`config.mk`:
```
export PLATFORM = sky130hd
export DESIGN_NAME = dmac_channel
export DESIGN_NICKNAME = d
export VERILOG_FILES = /design/src/rtl/dmac_pkg.sv /design/src/rtl/dmac_req_sel.sv /design/src/rtl/dmac_regs.sv /design/src/rtl/dmac_xfer.sv /design/src/rtl/dmac_channel.sv
export SDC_FILE = /design/constraint.sdc
export NUM_CORES = 1
export LEC_CHECK = 0
export ABC_AREA = 1
export ABC_CLOCK_PERIOD_IN_PS = 2900
export CORE_AREA = 10 10 127 129
export DETAILED_ROUTE_END_ITERATION = 6
export DIE_AREA = 0 0 137 139
export DONT_BUFFER_PORTS = 1
export PLACE_DENSITY = 0.74
export SYNTH_ARGS = -nofsm -noshare
export SYNTH_HDL_FRONTEND = slang
export SYNTH_SLANG_ARGS = --single-unit
```
`constraint.sdc`:
```
create_clock -name clk -period 2.9 [get_ports clk]
set_clock_uncertainty 0.15 [all_clocks]
set_input_delay 0.58 -clock clk [delete_from_list [all_inputs] [get_ports clk]]
set_output_delay 0.58 -clock clk [all_outputs]
set_load 0.02 [all_outputs]
```
`src/rtl/dmac_pkg.sv`:
```
// Package: shared offsets, field layout and state encoding for the DMA channel.
// Assumes the register bus decodes a 3-bit offset.
package dmac_pkg;
    localparam logic [2:0] OFS_CTL0 = 3'd0;
    localparam logic [2:0] OFS_CTL1 = 3'd1;
    localparam logic [2:0] OFS_SRC  = 3'd2;
    localparam logic [2:0] OFS_DST  = 3'd3;
    localparam logic [2:0] OFS_CNT  = 3'd4;

    typedef enum logic [1:0] {
        PRI_SOFT    = 2'b00,
        PRI_ALLDONE = 2'b01,
        PRI_SERIAL  = 2'b10,
        PRI_EXT     = 2'b11
    } pri_sel_e;

    typedef struct packed {
        logic     ring;
        logic     flag;
        pri_sel_e pri_sel;
        logic     en;
        logic     size8;
        logic     src_inc;
        logic     dst_inc;
    } ctl0_t;

    typedef enum logic [1:0] {
        ST_IDLE  = 2'd0,
        ST_READ  = 2'd1,
        ST_WRITE = 2'd2
    } xfer_state_e;
endpackage

```
`src/rtl/dmac_req_sel.sv`:
```
// Module: request selection.
// Detects rising edges on every raw request input, then routes the edge chosen by the
// primary and extended selects. Extended codes at or above N_EXT select nothing.
// Assumes request inputs are synchronous to clk.
module dmac_req_sel #(
    parameter int unsigned N_EXT = 10
) (
    input  logic             clk,
    input  logic             rst_n,
    input  dmac_pkg::pri_sel_e pri_sel,
    input  logic [3:0]       ext_sel,
    input  logic             sw_start,
    input  logic             chain_one_in,
    input  logic             chain_all_in,
    input  logic             serial_rx_rdy,
    input  logic [N_EXT-1:0] ext_evt,
    output logic             req_edge
);
    import dmac_pkg::*;

    localparam int unsigned N_RAW = N_EXT + 4;

    logic [N_RAW-1:0] raw;
    logic [N_RAW-1:0] raw_prev;
    logic [N_RAW-1:0] rise;
    logic [N_EXT-1:0] ext_hit;

    assign raw  = {ext_evt, serial_rx_rdy, chain_all_in, chain_one_in, sw_start};
    assign rise = raw & ~raw_prev;

    // Purpose: remember last cycle's request levels for edge detection.
    always_ff @(posedge clk) begin
        if (!rst_n) raw_prev <= '0;
        else        raw_prev <= raw;
    end

    // One decoder slice per external event input.
    for (genvar i = 0; i < N_EXT; i++) begin : g_ext
        assign ext_hit[i] = rise[4+i] && (ext_sel == 4'(i));
    end

    // Purpose: route the selected edge to the request flag.
    always_comb begin
        unique case (pri_sel)
            PRI_SOFT:    req_edge = rise[0] | rise[1];
            PRI_ALLDONE: req_edge = rise[2];
            PRI_SERIAL:  req_edge = rise[3];
            default:     req_edge = |ext_hit;
        endcase
    end
endmodule

```
`src/rtl/dmac_regs.sv`:
```
// Module: control registers and request flag.
// Holds both control bytes. A request edge while enabled sets the flag; a software write
// of 0 to the flag bit, or the start of a unit transfer, clears it. The set takes
// priority. A software write to the enable bit takes priority over the hardware disable.
module dmac_regs (
    input  logic                clk,
    input  logic                rst_n,
    input  logic                reg_wr,
    input  logic [2:0]          reg_addr,
    input  logic [7:0]          wbyte,
    input  logic                req_edge,
    input  logic                xfer_start,
    input  logic                hw_disable,
    output dmac_pkg::ctl0_t     ctl0,
    output logic [3:0]          ext_sel
);
    import dmac_pkg::*;

    logic wr0;
    logic wr1;

    assign wr0 = reg_wr && (reg_addr == OFS_CTL0);
    assign wr1 = reg_wr && (reg_addr == OFS_CTL1);

    // Purpose: update control fields, flag and extended select.
    always_ff @(posedge clk) begin
        if (!rst_n) begin
            ctl0    <= '0;
            ext_sel <= '0;
        end else begin
            if (wr0) begin
                ctl0.ring    <= wbyte[7];
                ctl0.pri_sel <= pri_sel_e'(wbyte[5:4]);
                ctl0.en      <= wbyte[3];
                ctl0.size8   <= wbyte[2];
                ctl0.src_inc <= wbyte[1];
                ctl0.dst_inc <= wbyte[0];
            end else if (hw_disable) begin
                ctl0.en <= 1'b0;
            end
            if (req_edge && ctl0.en)
                ctl0.flag <= 1'b1;
            else if ((wr0 && !wbyte[6]) || xfer_start)
                ctl0.flag <= 1'b0;
            if (wr1)
                ext_sel <= wbyte[3:0];
        end
    end
endmodule

```
`src/rtl/dmac_xfer.sv`:
```
// Module: unit transfer sequencer.
// Starts a read-then-write unit when the flag and enable are both set, and steps the
// addresses and the count after the write. Software writes load both the working copy
// and the reload copy, and take priority over the sequencer's updates.
// Assumes halfword units start on even addresses.
module dmac_xfer #(
    parameter int unsigned REG_W = 16
) (
    input  logic             clk,
    input  logic             rst_n,
    input  logic             ring,
    input  logic             flag,
    input  logic             en,
    input  logic             size8,
    input  logic             src_inc,
    input  logic             dst_inc,
    input  logic             wr_src,
    input  logic             wr_dst,
    input  logic             wr_cnt,
    input  logic [REG_W-1:0] wdata,
    input  logic [15:0]      mem_rdata,
    input  logic             mem_ack,
    output logic             mem_req,
    output logic             mem_we,
    output logic             mem_size8,
    output logic [REG_W-1:0] mem_addr,
    output logic [15:0]      mem_wdata,
    output logic             xfer_start,
    output logic             one_done,
    output logic             all_done,
    output logic [REG_W-1:0] src_addr,
    output logic [REG_W-1:0] dst_addr,
    output logic [REG_W-1:0] count
);
    import dmac_pkg::*;

    xfer_state_e      state;
    logic [REG_W-1:0] src_base, dst_base, cnt_base;
    logic [REG_W-1:0] step;
    logic [15:0]      data_q;
    logic             cur_size8;
    logic             last_unit;

    assign xfer_start = (state == ST_IDLE) && flag && en;
    assign step       = cur_size8 ? REG_W'(1) : REG_W'(2);
    assign last_unit  = (count == REG_W'(1));
    assign one_done   = (state == ST_WRITE) && mem_ack;
    assign all_done   = one_done && last_unit && !ring;

    assign mem_req   = (state != ST_IDLE);
    assign mem_we    = (state == ST_WRITE);
    assign mem_size8 = cur_size8;
    assign mem_addr  = (state == ST_WRITE) ? dst_addr : src_addr;
    assign mem_wdata = data_q;

    // Purpose: step through idle, read and write phases.
    always_ff @(posedge clk) begin
        if (!rst_n) begin
            state     <= ST_IDLE;
            data_q    <= '0;
            cur_size8 <= 1'b0;
        end else begin
            unique case (state)
                ST_IDLE: if (xfer_start) begin
                    state     <= ST_READ;
                    cur_size8 <= size8;
                end
                ST_READ: if (mem_ack) begin
                    data_q <= mem_rdata;
                    state  <= ST_WRITE;
                end
                default: if (mem_ack) state <= ST_IDLE;
            endcase
        end
    end

    // Purpose: maintain working and reload copies of the addresses and the count.
    always_ff @(posedge clk) begin
        if (!rst_n) begin
            src_addr <= '0; dst_addr <= '0; count <= '0;
            src_base <= '0; dst_base <= '0; cnt_base <= '0;
        end else begin
            if (one_done) begin
                if (last_unit && ring) begin
                    src_addr <= src_base;
                    dst_addr <= dst_base;
                    count    <= cnt_base;
                end else begin
                    src_addr <= src_addr + (src_inc ? step : '0);
                    dst_addr <= dst_addr + (dst_inc ? step : '0);
                    count    <= count - REG_W'(1);
                end
            end
            if (wr_src) begin src_addr <= wdata; src_base <= wdata; end
            if (wr_dst) begin dst_addr <= wdata; dst_base <= wdata; end
            if (wr_cnt) begin count    <= wdata; cnt_base <= wdata; end
        end
    end
endmodule

```
`src/rtl/dmac_channel.sv`:
```
// Module: top of the single DMA channel.
// Ties together request selection, control registers and the transfer sequencer, and
// drives the register read mux. Assumes REG_W is at least 8.
module dmac_channel #(
    parameter int unsigned REG_W = 16,
    parameter int unsigned N_EXT = 10
) (
    input  logic             clk,
    input  logic             rst_n,
    input  logic             reg_wr,
    input  logic [2:0]       reg_addr,
    input  logic [REG_W-1:0] reg_wdata,
    output logic [REG_W-1:0] reg_rdata,
    input  logic             sw_start,
    input  logic             chain_one_in,
    input  logic             chain_all_in,
    input  logic             serial_rx_rdy,
    input  logic [N_EXT-1:0] ext_evt,
    output logic             mem_req,
    output logic             mem_we,
    output logic             mem_size8,
    output logic [REG_W-1:0] mem_addr,
    output logic [15:0]      mem_wdata,
    input  logic [15:0]      mem_rdata,
    input  logic             mem_ack,
    output logic             one_done,
    output logic             all_done
);
    import dmac_pkg::*;

    ctl0_t            ctl0_q;
    logic [3:0]       ext_sel_q;
    logic             req_edge;
    logic             xfer_start;
    logic [REG_W-1:0] src_addr, dst_addr, count;

    dmac_req_sel #(.N_EXT(N_EXT)) u_req (
        .clk(clk), .rst_n(rst_n), .pri_sel(ctl0_q.pri_sel), .ext_sel(ext_sel_q),
        .sw_start(sw_start), .chain_one_in(chain_one_in), .chain_all_in(chain_all_in),
        .serial_rx_rdy(serial_rx_rdy), .ext_evt(ext_evt), .req_edge(req_edge)
    );

    dmac_regs u_regs (
        .clk(clk), .rst_n(rst_n), .reg_wr(reg_wr), .reg_addr(reg_addr),
        .wbyte(reg_wdata[7:0]), .req_edge(req_edge), .xfer_start(xfer_start),
        .hw_disable(all_done), .ctl0(ctl0_q), .ext_sel(ext_sel_q)
    );

    dmac_xfer #(.REG_W(REG_W)) u_xfer (
        .clk(clk), .rst_n(rst_n), .ring(ctl0_q.ring), .flag(ctl0_q.flag),
        .en(ctl0_q.en), .size8(ctl0_q.size8), .src_inc(ctl0_q.src_inc),
        .dst_inc(ctl0_q.dst_inc),
        .wr_src(reg_wr && reg_addr == OFS_SRC), .wr_dst(reg_wr && reg_addr == OFS_DST),
        .wr_cnt(reg_wr && reg_addr == OFS_CNT), .wdata(reg_wdata),
        .mem_rdata(mem_rdata), .mem_ack(mem_ack), .mem_req(mem_req), .mem_we(mem_we),
        .mem_size8(mem_size8), .mem_addr(mem_addr), .mem_wdata(mem_wdata),
        .xfer_start(xfer_start), .one_done(one_done), .all_done(all_done),
        .src_addr(src_addr), .dst_addr(dst_addr), .count(count)
    );

    // Purpose: register read mux.
    always_comb begin
        unique case (reg_addr)
            OFS_CTL0: reg_rdata = REG_W'(ctl0_q);
            OFS_CTL1: reg_rdata = REG_W'(ext_sel_q);
            OFS_SRC:  reg_rdata = src_addr;
            OFS_DST:  reg_rdata = dst_addr;
            OFS_CNT:  reg_rdata = count;
            default:  reg_rdata = '0;
        endcase
    end
endmodule

```
==> out/metrics.yaml, run 1 <==
critical_path:
  worst-r2r-setup-slack_ns: 0.25
  crit_path_frequent_cell: "nand3_1"
  crit_cells: 7
  cpPeakStageDelay_ns: 0.50
  slowest_stage: "dfxtp_1"
  cp-endpoint: "all_done"
  r2r_start: "u_xfer.mem_size8$_SDFFE_PN0P_"
  crit_start: "u_xfer.count[0]$_SDFFE_PN0P_"
  worst-path-buf-inv: 1
  cp-start-kind: "flip-flop"
  reg2regPathDepth: 12
  endpoint_kind: "primary output"
  cp_top_family: "simple AND/OR/NAND/NOR gates"
  path_class: "flip-flop to primary output"
  path_cells: "ha_1, nand3_1, nor2_1, nand2_1, nor2_2, nand3_1, inv_1"
  critPathArrivalTime_ns: 2.00
  path_max_fanout: 5
  reg2reg_to: "u_xfer.src_addr[10]$_SDFFE_PN0P_"
  cp.required_ns: 2.17
power_and_ir_drop:
  p_leak_nw: 3.94
  combPwrFrac: 0.076
  p_sw_mw: 1.28
  power.density_nw_per_um2: 537
  p_seq_frac: 0.423
  p_int_mw: 3.52
  p_clk_frac: 0.501
  ir_worst_vdd_uv: 405
  p_sw_frac: 0.267
placement:
  io_buffers: 0
  gp_congestion: 0.966
  place_inst: 1442
  dp_hpwl_um: 18100
  placed_cell_area_um2: 8240
drt:
  detail_route.wl_per_cell_um: 17.3
  firstDrtPassIters: 5
  detail-route-antenna-nets: 0
  vias: 8317
  drc_errors: 0
  drt_iter0_drc: 898
  drt-vias-per-instance: 5.62
  wl_um: 25600
floorplanning:
  die_h_um: 139
  io_pins: 106
  rows: 43
  start_util: 0.585
  dieArea_um2: 19000
  core_area_um2: 13700
  die_w_um: 137
clocking:
  clk_latency_ns: 0.43
  clock-root-buffer: "clkbuf_16"
  cts.clk_slew.worst_paths_ns: 0.07
  cts_buffers: 17
  cts_sinks: 141
  cts_tree: "yes"
  htree_levels: 4
  cts_resized: 0
  clock_path_buffers: 2
grt:
  use_met2: 0.421
  track_usage: 0.265
  grt_busiest_layer: "met2"
  grt_pass1_vias: 7527
  grtUsageMet3: 0.0670
  grt_pass1_wl_um: 40200
  grt_max_degree: 60
  antenna_found_initial: 0
  overflow: 0
  grtUsageMet1: 0.339
synthesis:
  synthesis.nets: 1341
  syn-cell-area_um2: 7990
  ys_seq_elements: 141
  syn_inst: 1280
  yosysWarnings: 0
  ys_seq_area_frac: 0.353
  ys_types: 36
  synth.avg_cell_area_um2: 6.24
sta:
  drv_slew: 0
  worst_pin_slew_ns: 0.792
  whs_ns: 0.0862
  slew_headroom: 0.471
  fin_crit_ns: 2.73
  fmax_mhz: 367
  setup_viol: 0
  finalCritPeriodShare: 0.940
  fin_tns_setup_ns: 0
  rsz0062_at_grt: "no"
  finalHoldViolCount: 0
cells_and_area:
  nets: 1347
  finalInstanceArea_um2: 8930
  syn_to_final_growth_pct: 11.7
  diodes: 0
  drive_above_1_share: 0.0793
  fin_cells: 1479
  fillCellCount: 1303
worst_hold_path:
  holdCritPathClass: "input pin to flip-flop"
  hold_depth: 2
run:
  drv_cap: 0
run_status:
  status: "finished clean"
-- per-layer routing --
| layer | part of all wire | vias up |
|---|---|---|
| met5 | 0 | - |
| met4 | 0.022 | 0 |
| li1 | - | 4099 |
| met2 | 0.48 | 352 |
| met3 | 0.10 | 57 |
| met1 | 0.40 | 3809 |
-- cells in the final DEF, fill, tap and decap left out, drive strengths merged --
| cell type | Yosys | final |
|---|---|---|
| nand3b | 15 | 15 |
| nand4 | 27 | 27 |
| fa | 2 | 2 |
| dfxtp | 141 | 141 |
| o211ai | 1 | 1 |
| xor2 | 6 | 6 |
| o221ai | 10 | 10 |
| buf | 28 | 42 |
| o21ai | 113 | 113 |
| a21oi | 103 | 103 |
| nor2 | 124 | 124 |
| bufinv | 0 | 3 |
| nand3 | 118 | 118 |
| inv | 207 | 215 |
| nor3 | 4 | 4 |
| o2111ai | 1 | 1 |
| o22ai | 7 | 7 |
| clkinv | 3 | 7 |
| ha | 6 | 6 |
| nand2 | 337 | 337 |
| clkbuf | 27 | 17 |
-- registers in the layout, summed over array words and instances, names as in the netlist, 2 cells and up --
name / flops
u_regs.ctl0: 8
u_regs.ext_sel: 4
u_req.raw_prev: 14
u_xfer.cnt_base: 16
u_xfer.count: 16
u_xfer.dst_addr: 16
u_xfer.dst_base: 16
u_xfer.mem_wdata: 16
u_xfer.src_addr: 16
u_xfer.src_base: 16
u_xfer.state: 2
-- final cells by class --
| type | instances | area (um2) | area share |
|---|---|---|---|
| inverters | 210 | 792 | 0.0887 |
| clock buffers | 17 | 425 | 0.0477 |
| clock inverters | 15 | 225 | 0.0252 |
| well taps | 180 | 225 | 0.0252 |
| multi-input cells | 874 | 4110 | 0.460 |
| repair buffers | 42 | 328 | 0.0367 |
| flip-flops and latches | 141 | 2820 | 0.316 |
-- cell families (layout without fill, tap and decap cells) --
kind of cell / Yosys count / count (layout) / share of synthesized area
adders and majority gates: 8 / 8 / 0.0144
DFF: 141 / 141 / 0.353
and+or+nand+nor: 625 / 625 / 0.337
xor gates and xnor gates: 6 / 6 / 0.00658
AOI/OAI and AO/OA: 235 / 235 / 0.156
buffers and inverters: 265 / 284 / 0.133
-- per-stage QoR --
stage	util	setup slack, ns	total power, mW
after floorplan	-	0.611	2.34
after global placement	0.603	0.405	2.42
after detailed placement	0.603	0.330	2.43
after CTS	0.650	0.110	4.80
after global routing	0.653	0.0336	4.93
final	0.653	0.174	4.80
-- timing repair --
action | 4_1_cts | 5_1_grt
buffers inserted | 0 | 5
hold buffers | 0 | 0
setup endpoints to repair | 0 | 1
hold endpoints to repair | 0 | 0
-- Yosys cell counts --
| cell type | count | area share |
|---|---|---|
| xor2_1 | 6 | 0.0066 |
| o22ai_1 | 7 | 0.0055 |
| clkbuf_2 | 1 | 0.00063 |
| o21ai_1 | 1 | 0.00063 |
| clkinv_1 | 2 | 0.00094 |
| buf_6 | 1 | 0.0014 |
| o21ai_2 | 3 | 0.0033 |
| nand2_1 | 332 | 0.16 |
| nand3b_1 | 15 | 0.014 |
| fa_1 | 2 | 0.0050 |
| a21oi_1 | 102 | 0.064 |
| nand3_1 | 118 | 0.074 |
| nor2_4 | 2 | 0.0028 |
| clkinv_2 | 1 | 0.00063 |
| o21ai_0 | 109 | 0.068 |
| inv_1 | 197 | 0.093 |
| buf_4 | 8 | 0.0075 |
| nand4_1 | 26 | 0.020 |
| buf_2 | 18 | 0.011 |
| ha_1 | 6 | 0.0094 |
| nand2_2 | 3 | 0.0023 |
| buf_1 | 1 | 0.00047 |
| nand2_4 | 2 | 0.0028 |
| nor3_1 | 3 | 0.0019 |
| inv_4 | 1 | 0.00078 |
| nor3_4 | 1 | 0.0020 |
| o211ai_1 | 1 | 0.00094 |
| clkbuf_1 | 26 | 0.012 |
| nor2_1 | 118 | 0.055 |
| dfxtp_1 | 141 | 0.35 |
| o2111ai_1 | 1 | 0.0011 |
| a21oi_2 | 1 | 0.0011 |
| inv_2 | 9 | 0.0042 |
| nand4_4 | 1 | 0.0027 |
| nor2_2 | 4 | 0.0031 |
| o221ai_1 | 10 | 0.011 |
-- how the worst min path moves through the flow --
stage / start / end / slack (ns)
after floorplan: u_xfer.cnt_base[6]$_SDFFE_PN0P_ / u_xfer.cnt_base[6]$_SDFFE_PN0P_ / 0.29
after global placement: u_xfer.src_base[9]$_SDFFE_PN0P_ / u_xfer.src_base[9]$_SDFFE_PN0P_ / 0.30
after detailed placement: u_xfer.cnt_base[0]$_SDFFE_PN0P_ / u_xfer.cnt_base[0]$_SDFFE_PN0P_ / 0.30
after CTS: ext_evt[6] / u_req.raw_prev[10]$_SDFF_PN0_ / 0.07
after global routing: sw_start / u_req.raw_prev[0]$_SDFF_PN0_ / 0.08
final: chain_one_in / u_req.raw_prev[1]$_SDFF_PN0_ / 0.09
-- power groups by stage --
stage / Sequential (mW) / Combinational [mW] / Clock, mW
2_1_floorplan: 2.05 / 0.289 / 0
3_3_place_gp: 2.07 / 0.354 / 0
3_5_place_dp: 2.07 / 0.359 / 0
4_1_cts: 2.03 / 0.363 / 2.42
5_1_grt: 2.03 / 0.413 / 2.48
6_report: 2.03 / 0.367 / 2.40
Power figures use the tool's default switching activity.
==> inputs of run 2 (changes only) <==
- ABC_AREA: 1 -> 0
- CORE_AREA: 10 10 127 129 -> 10 10 123 125
- DIE_AREA: 0 0 137 139 -> 0 0 133 135
- PLACE_DENSITY: 0.74 -> 0.75
==> run 2 against run 1 <==
Compared with the run above:
- critical path depth is 1 lower
- global-route usage is 0.59 points lower
- register-to-register slack worse by 0.12 ns
- sequential share of layout area is 1.7 points higher
- final cell count is 22% lower
- flip-flop and latch count stayed put
- sequential power hardly changed
- hold slack better by 0.018 ns
==> out/metrics.yaml, run 2 <==
critical_path:
  path_cells: "inv_2, ha_1, or4b_4, or3_1, nor3_2, buf_4"  # was ha_1, nand3_1, nor2_1, nand2_1, nor2_2, nand3_1, inv_1
  worst-path-buf-inv: 2  # was 1
  cp-start-kind: "flip-flop"  # unchanged
  path_class: "flip-flop to primary output"  # unchanged
  endpoint_kind: "primary output"  # unchanged
  cp_top_family: "simple AND/OR/NAND/NOR gates"  # unchanged
  critPathArrivalTime_ns: 2.15  # was 2.00 ns
  path_max_fanout: 6  # was 5
  cpPeakStageDelay_ns: 0.45  # was 0.50 ns
  slowest_stage: "or4b_4"  # was dfxtp_1
  cp.required_ns: 2.17  # about the same
floorplanning:
  io_pins: 106  # unchanged
  start_util: 0.595  # was 0.585
  die_h_um: 135  # was 139 um
  rows: 41  # was 43
  dieArea_um2: 18000  # was 19000 um2
  core_area_um2: 12600  # was 13700 um2
  die_w_um: 133  # was 137 um
cells_and_area:
  nets: 1035  # was 1347
  layout_common_cells: "nand2_1, dfxtp_1, a21oi_1, o21ai_0, buf_4"  # was nand2_1, inv_1, dfxtp_1, nand3_1, nor2_1
  fin_cells: 1159  # was 1479
  finalInstanceArea_um2: 8470  # was 8930 um2
  syn_to_final_growth_pct: 13.2  # was 11.7%
  final_common_cell: "nand2_1"  # unchanged
  diodes: 0  # unchanged
  drive_above_1_share: 0.124  # was 0.0793
synthesis:
  synth.avg_cell_area_um2: 7.67  # was 6.24 um2
  synthAdderAreaFrac: 0.0154  # was 0.0144
  synthesis.nets: 1036  # was 1341
  synthMostInstantiatedCell: "nand2_1"  # unchanged
  synth_mux_area_frac: 0.0602  # was 0
  syn-cell-area_um2: 7480  # was 7990 um2
  yosys.area_share.simple: 0.257  # was 0.337
  synthTopCellsByCount: "nand2_1, dfxtp_1, a21oi_1"  # was nand2_1, inv_1, dfxtp_1
  synth_top_family_by_area: "simple AND/OR/NAND/NOR gates"  # unchanged
  synthXorXnorAreaFrac: 0.0187  # was 0.00658
  ys_seq_area_frac: 0.377  # was 0.353
  synth-edff-count: 0  # unchanged
  synth.area.top_cells: "dfxtp_1, nand2_1, a21oi_1, o21ai_0, mux2i_1"  # was dfxtp_1, nand2_1, inv_1, nand3_1, o21ai_0
  ys_types: 71  # was 36
  ys_seq_elements: 141  # unchanged
  synth_top_cell_by_area: "dfxtp_1"  # unchanged
  syn_inst: 975  # was 1280
  yosysWarnings: 0  # unchanged
  synth_compound_area_frac: 0.219  # was 0.156
  synth.top_cell.area_share: 0.377  # was 0.353
  ys.flop_type: "dfxtp_1"  # unchanged
  async_flop_share: 0  # unchanged
sta:
  drv_slew: 0  # unchanged
  slew_headroom: 0.481  # was 0.471
  finalCritPeriodShare: 0.992  # was 0.940
  setup_viol: 0  # unchanged
  fmax_mhz: 348  # was 367 MHz
  whs_ns: 0.104  # was 0.0862 ns
  worst_pin_slew_ns: 0.777  # was 0.792 ns
  fin_crit_ns: 2.88  # was 2.73 ns
  setup_ws_ns: 0.0228  # was 0.174 ns
  finalHoldViolCount: 0  # unchanged
  rsz0062_at_grt: "yes"  # was no
power_and_ir_drop:
  combPwrFrac: 0.065  # was 0.076
  p_sw_frac: 0.245  # was 0.267
  p_seq_frac: 0.436  # was 0.423
  p_sw_mw: 1.13  # was 1.28 mW
  ir_worst_vdd_uv: 450  # was 405 uV
  p_leak_nw: 3.07  # was 3.94 nW
  p_clk_frac: 0.499  # was 0.501
  p_int_mw: 3.50  # was 3.52 mW
  power.density_nw_per_um2: 547  # was 537 nW/um2
grt:
  antenna_found_initial: 0  # unchanged
  overflow: 0  # unchanged
  grt_pass1_wl_um: 37300  # was 40200 um
  track_usage: 0.259  # was 0.265
  grt_pass1_vias: 6975  # was 7527
  grt_max_degree: 48  # was 60
placement:
  dp_hpwl_um: 16600  # was 18100 um
  placed_cell_area_um2: 7840  # was 8240 um2
  io_buffers: 0  # unchanged
  place_inst: 1126  # was 1442
  gp_congestion: 0.916  # was 0.966
  post-place-ws_ns: 0.233  # was 0.330 ns
drt:
  detail-route-antenna-nets: 0  # unchanged
  detail_route.wl_per_cell_um: 20.7  # was 17.3 um
  drc_errors: 0  # unchanged
  drt-vias-per-instance: 6.41  # was 5.62
  drt_iter0_drc: 745  # was 898
  wl_um: 24000  # was 25600 um
  vias: 7433  # was 8317
  firstDrtPassIters: 7  # was 5
clocking:
  clock-root-buffer: "clkbuf_16"  # unchanged
  cts_sinks: 141  # unchanged
  cts.clk_slew.worst_paths_ns: 0.07  # about the same
  cts_buffers: 17  # unchanged
  cts_tree: "yes"  # unchanged
  htree_levels: 4  # unchanged
  clock_path_buffers: 2  # unchanged
  clk_latency_ns: 0.44  # was 0.43 ns
run_status:
  status: "finished clean"  # unchanged
worst_hold_path:
  holdCritPathClass: "input pin to flip-flop"  # unchanged
run:
  drv_cap: 0  # unchanged
-- run 2: changes by cell type after synthesis, moves of 14 or more --
| cell | delta |
|---|---|
| inv_1 | -178 |
| nand2_1 | -118 |
| nand3_1 | -99 |
| nor2_1 | -69 |
| o21ai_0 | -54 |
| clkbuf_1 | +33 |
| mux2i_1 | +27 |
| a31oi_1 | +16 |
| mux2_2 | +16 |
| and2_1 | +15 |
| nor3_1 | +14 |
-- run 2: kinds of logic (layout without fill, tap and decap cells) --
group,count (synthesis),after routing
mux,43,43
compound gates,271,271
flops,141,141
xor+xnor,16,16
buf+inv,95,107
simple gates,401,401
fa+ha+maj,8,8
-- run 2: timing repair --
item | in CTS | in global routing
hold buffers | 0 | 0
hold endpoints to repair | 0 | 0
gates resized for setup | 2 | 1
setup endpoints to repair | 1 | 1
pin swaps | 1 | 1
buffers inserted | 1 | 0
-- run 2: power by group through the flow --
| stage | sequential [mW] | clock [mW] | combinational [mW] |
|---|---|---|---|
| floorplan | 2.05 | 0 | 0.241 |
| global placement | 2.06 | 0 | 0.287 |
| detailed placement | 2.06 | 0 | 0.292 |
| CTS | 2.02 | 2.33 | 0.298 |
| global route | 2.02 | 2.40 | 0.332 |
| finish | 2.02 | 2.31 | 0.301 |
-- run 2: metal layers --
| metal | vias to the layer above | part of all wire | GRT usage |
|---|---|---|---|
| met3 | 86 | 0.11 | 0.0979 |
| met4 | 0 | 0.045 | 0.133 |
| met1 | 3500 | 0.41 | 0.315 |
| met5 | - | 0 | 0 |
| met2 | 387 | 0.44 | 0.392 |
| li1 | 3460 | - | - |
-- run 2: through the flow --
stage	utilization	power, mW	TNS [ns]
3_3_place_gp	0.623	2.35	0
2_1_floorplan	-	2.29	0
4_1_cts	0.674	4.64	-0.0619
5_1_grt	0.674	4.75	-0.0413
3_5_place_dp	0.623	2.35	0
6_report	0.674	4.63	0
-- run 2: path summary, 6_finish.rpt --
kind / from / end / slack [ns] / cells after the start
worst max-delay path: u_xfer.count[1]$_SDFFE_PN0P_ / all_done / 0.02 / 6
worst min-delay path: serial_rx_rdy / u_req.raw_prev[3]$_SDFF_PN0_ / 0.10 / 1
worst max register to register: u_xfer.count[1]$_SDFFE_PN0P_ / u_xfer.dst_addr[4]$_SDFFE_PN0P_ / 0.13 / 9
worst min register to register: u_xfer.cnt_base[15]$_SDFFE_PN0P_ / u_xfer.cnt_base[15]$_SDFFE_PN0P_ / 0.30 / 2
-- run 2: layout make-up --
cell class	instances	area (um2)
multi-input cells	739	4310
fillers	1127	4100
flip-flops and latches	141	2820
clock buffers	19	443
repair buffers	54	418
well taps	172	215
clock inverters	13	175
inverters	21	80.1
-- run 2: worst register-to-register path, delay by kind of cell, from the launching register on --
| kind | cells | cell delay (ns) |
|---|---|---|
| buf+inv | 3 | 0.47 |
| simple gates | 4 | 1.49 |
| flops | 1 | 0.35 |
| fa+ha+maj | 1 | 0.12 |
| compound gates | 1 | 0.07 |
==> inputs of run 3 (changes only) <==
- CORE_AREA: 10 10 123 125 -> 10 10 143 145
- DIE_AREA: 0 0 133 135 -> 0 0 153 155
- PLACE_DENSITY: 0.75 -> default
==> run 3 against run 2 <==
Compared with the run above:
- maximum frequency rose by 2.0%
- sequential power barely moved
- non-clock buffer count fell by 2
- critical endpoint unchanged
- highest routed layer unchanged
==> out/metrics.yaml, run 3 (same netlist as run 2, synthesis figures left out) <==
clocking:
  cts_tree: "yes"  # unchanged
  clock_path_buffers: 2  # unchanged
  clk_latency_ns: 0.43  # was 0.44 ns
  cts.clk_slew.worst_paths_ns: 0.06  # was 0.07 ns
  clock-root-buffer: "clkbuf_16"  # unchanged
  cts_buffers: 17  # unchanged
  cts_sinks: 141  # unchanged
  ctsHoldBuffers: 0  # unchanged
  htree_levels: 4  # unchanged
sta:
  setup_viol: 0  # unchanged
  drv_slew: 0  # unchanged
  finalHoldViolCount: 0  # unchanged
  fin_crit_ns: 2.82  # was 2.88 ns
  slew_headroom: 0.485  # was 0.481
  rsz0062_at_grt: "yes"  # unchanged
  worst_pin_slew_ns: 0.771  # was 0.777 ns
  finalCritPeriodShare: 0.972  # was 0.992
  whs_ns: 0.125  # was 0.104 ns
  fmax_mhz: 355  # was 348 MHz
drt:
  firstDrtPassIters: 5  # was 7
  detail-route-antenna-nets: 0  # unchanged
  vias: 7088  # was 7433
  wl_um: 24700  # was 24000 um
  drt-vias-per-instance: 5.84  # was 6.41
  drc_errors: 0  # unchanged
  detail_route.wl_per_cell_um: 20.4  # was 20.7 um
  drt_iter0_drc: 537  # was 745
critical_path:
  critPathArrivalTime_ns: 2.09  # was 2.15 ns
  cpPeakStageDelay_ns: 0.47  # was 0.45 ns
  path_class: "flip-flop to primary output"  # unchanged
  endpoint_kind: "primary output"  # unchanged
  slowest_stage: "or4b_4"  # unchanged
  cp_top_family: "simple AND/OR/NAND/NOR gates"  # unchanged
  worst-path-buf-inv: 2  # unchanged
  cp-start-kind: "flip-flop"  # unchanged
  path_max_fanout: 6  # unchanged
  path_cells: "inv_1, ha_1, or4b_4, or3_4, nor3_4, buf_6"  # was inv_2, ha_1, or4b_4, or3_1, nor3_2, buf_4
  cp.required_ns: 2.17  # about the same
power_and_ir_drop:
  p_seq_frac: 0.460  # was 0.436
  p_int_mw: 3.26  # was 3.50 mW
  p_leak_nw: 3.01  # was 3.07 nW
  p_sw_mw: 1.13  # about the same
  p_clk_frac: 0.473  # was 0.499
  combPwrFrac: 0.067  # was 0.065
  power.density_nw_per_um2: 518  # was 547 nW/um2
  ir_worst_vdd_uv: 477  # was 450 uV
  total_power_mw: 4.39  # was 4.63 mW
  p_sw_frac: 0.257  # was 0.245
floorplanning:
  start_util: 0.424  # was 0.595
  die_w_um: 153  # was 133 um
  rows: 49  # was 41
  io_pins: 106  # unchanged
  die_h_um: 155  # was 135 um
  dieArea_um2: 23700  # was 18000 um2
  core_area_um2: 17700  # was 12600 um2
cells_and_area:
  finalInstanceArea_um2: 8480  # was 8470 um2
  post-route-util: 0.480  # was 0.674
  fin_cells: 1214  # was 1159
  syn_to_final_growth_pct: 13.3  # was 13.2%
  drive_above_1_share: 0.123  # was 0.124
  diodes: 0  # unchanged
  nets: 1033  # was 1035
  final_common_cell: "nand2_1"  # unchanged
  layout_common_cells: "nand2_1, dfxtp_1, a21oi_1, o21ai_0, buf_4"  # unchanged
grt:
  grtUsageMet1: 0.270  # was 0.315
  grt_max_degree: 44  # was 48
  use_met2: 0.313  # was 0.392
  grt_pass1_wl_um: 38700  # was 37300 um
  overflow: 0  # unchanged
  grtUsageMet3: 0.0579  # was 0.0979
  antenna_found_initial: 0  # unchanged
  grt_pass1_vias: 6678  # was 6975
  track_usage: 0.201  # was 0.259
  grt_busiest_layer: "met2"  # unchanged
placement:
  placed_cell_area_um2: 7890  # was 7840 um2
  dp_hpwl_um: 17500  # was 16600 um
  place_inst: 1181  # was 1126
  io_buffers: 0  # unchanged
  gp_congestion: 0.877  # was 0.916
run_status:
  status: "finished clean"  # unchanged
worst_hold_path:
  holdCritPathClass: "input pin to flip-flop"  # unchanged
run:
  drv_cap: 0  # unchanged
==> run 3: power groups by stage <==
stage / Combinational, mW / Sequential, mW / Clock, mW
after global routing: 0.328 / 2.02 / 2.19
after floorplan: 0.241 / 2.05 / 0
after global placement: 0.289 / 2.06 / 0
final: 0.295 / 2.02 / 2.08
after CTS: 0.293 / 2.02 / 2.11
after detailed placement: 0.291 / 2.06 / 0
==> run 3: layout make-up <==
type / instances / area (um2)
Clock buffer: 19 / 453
Multi-Input combinational cell: 739 / 4320
Timing Repair Buffer: 52 / 407
Tap cell: 229 / 287
Clock inverter: 13 / 106
Fill cell: 1770 / 9180
Inverter: 21 / 80.1
Sequential cell: 141 / 2820
==> run 3: metal layers <==
| metal | up-vias | wire (um) |
|---|---|---|
| met4 | 0 | 342 |
| met3 | 28 | 2060 |
| met5 | - | 0 |
| met1 | 3353 | 11400 |
| met2 | 257 | 11000 |
| li1 | 3450 | - |
==> run 3: final timing paths <==
check                                        from  slack (ns)  depth (start not counted)                         endpoint
setup / recovery     u_xfer.count[1]$_SDFFE_PN0P_        0.08                          6                         all_done
hold / removal                         ext_evt[9]        0.12                          1    u_req.raw_prev[13]$_SDFF_PN0_
setup reg to reg     u_xfer.count[1]$_SDFFE_PN0P_        0.16                          8     u_xfer.count[5]$_SDFFE_PN0P_
hold reg to reg   u_xfer.cnt_base[3]$_SDFFE_PN0P_        0.31                          2  u_xfer.cnt_base[3]$_SDFFE_PN0P_
==> run 3: timing repair <==
action / 4_1_cts / 5_1_grt
setup buffers: 1 / 0
gates resized for setup: 0 / 5
pin swaps: 0 / 2
endpoints found under the setup margin: 1 / 13
==> run 3: stage by stage <==
stage	setup TNS [ns]	setup slack [ns]
6_report	0	0.0801
5_1_grt	-0.0373	-0.0373
4_1_cts	0	0.0145
3_5_place_dp	0	0.204
3_3_place_gp	0	0.220
2_1_floorplan	0	0.181
==> run 3: worst register-to-register path: stages, from the launching register on <==
cell and delay [ns]:
dfxtp_2 0.35, inv_1 0.07, ha_1 0.14, or4b_4 0.47, buf_4 0.18, or4_4 0.67
nor2_1 0.30, nor3_1 0.07, o32ai_1 0.26
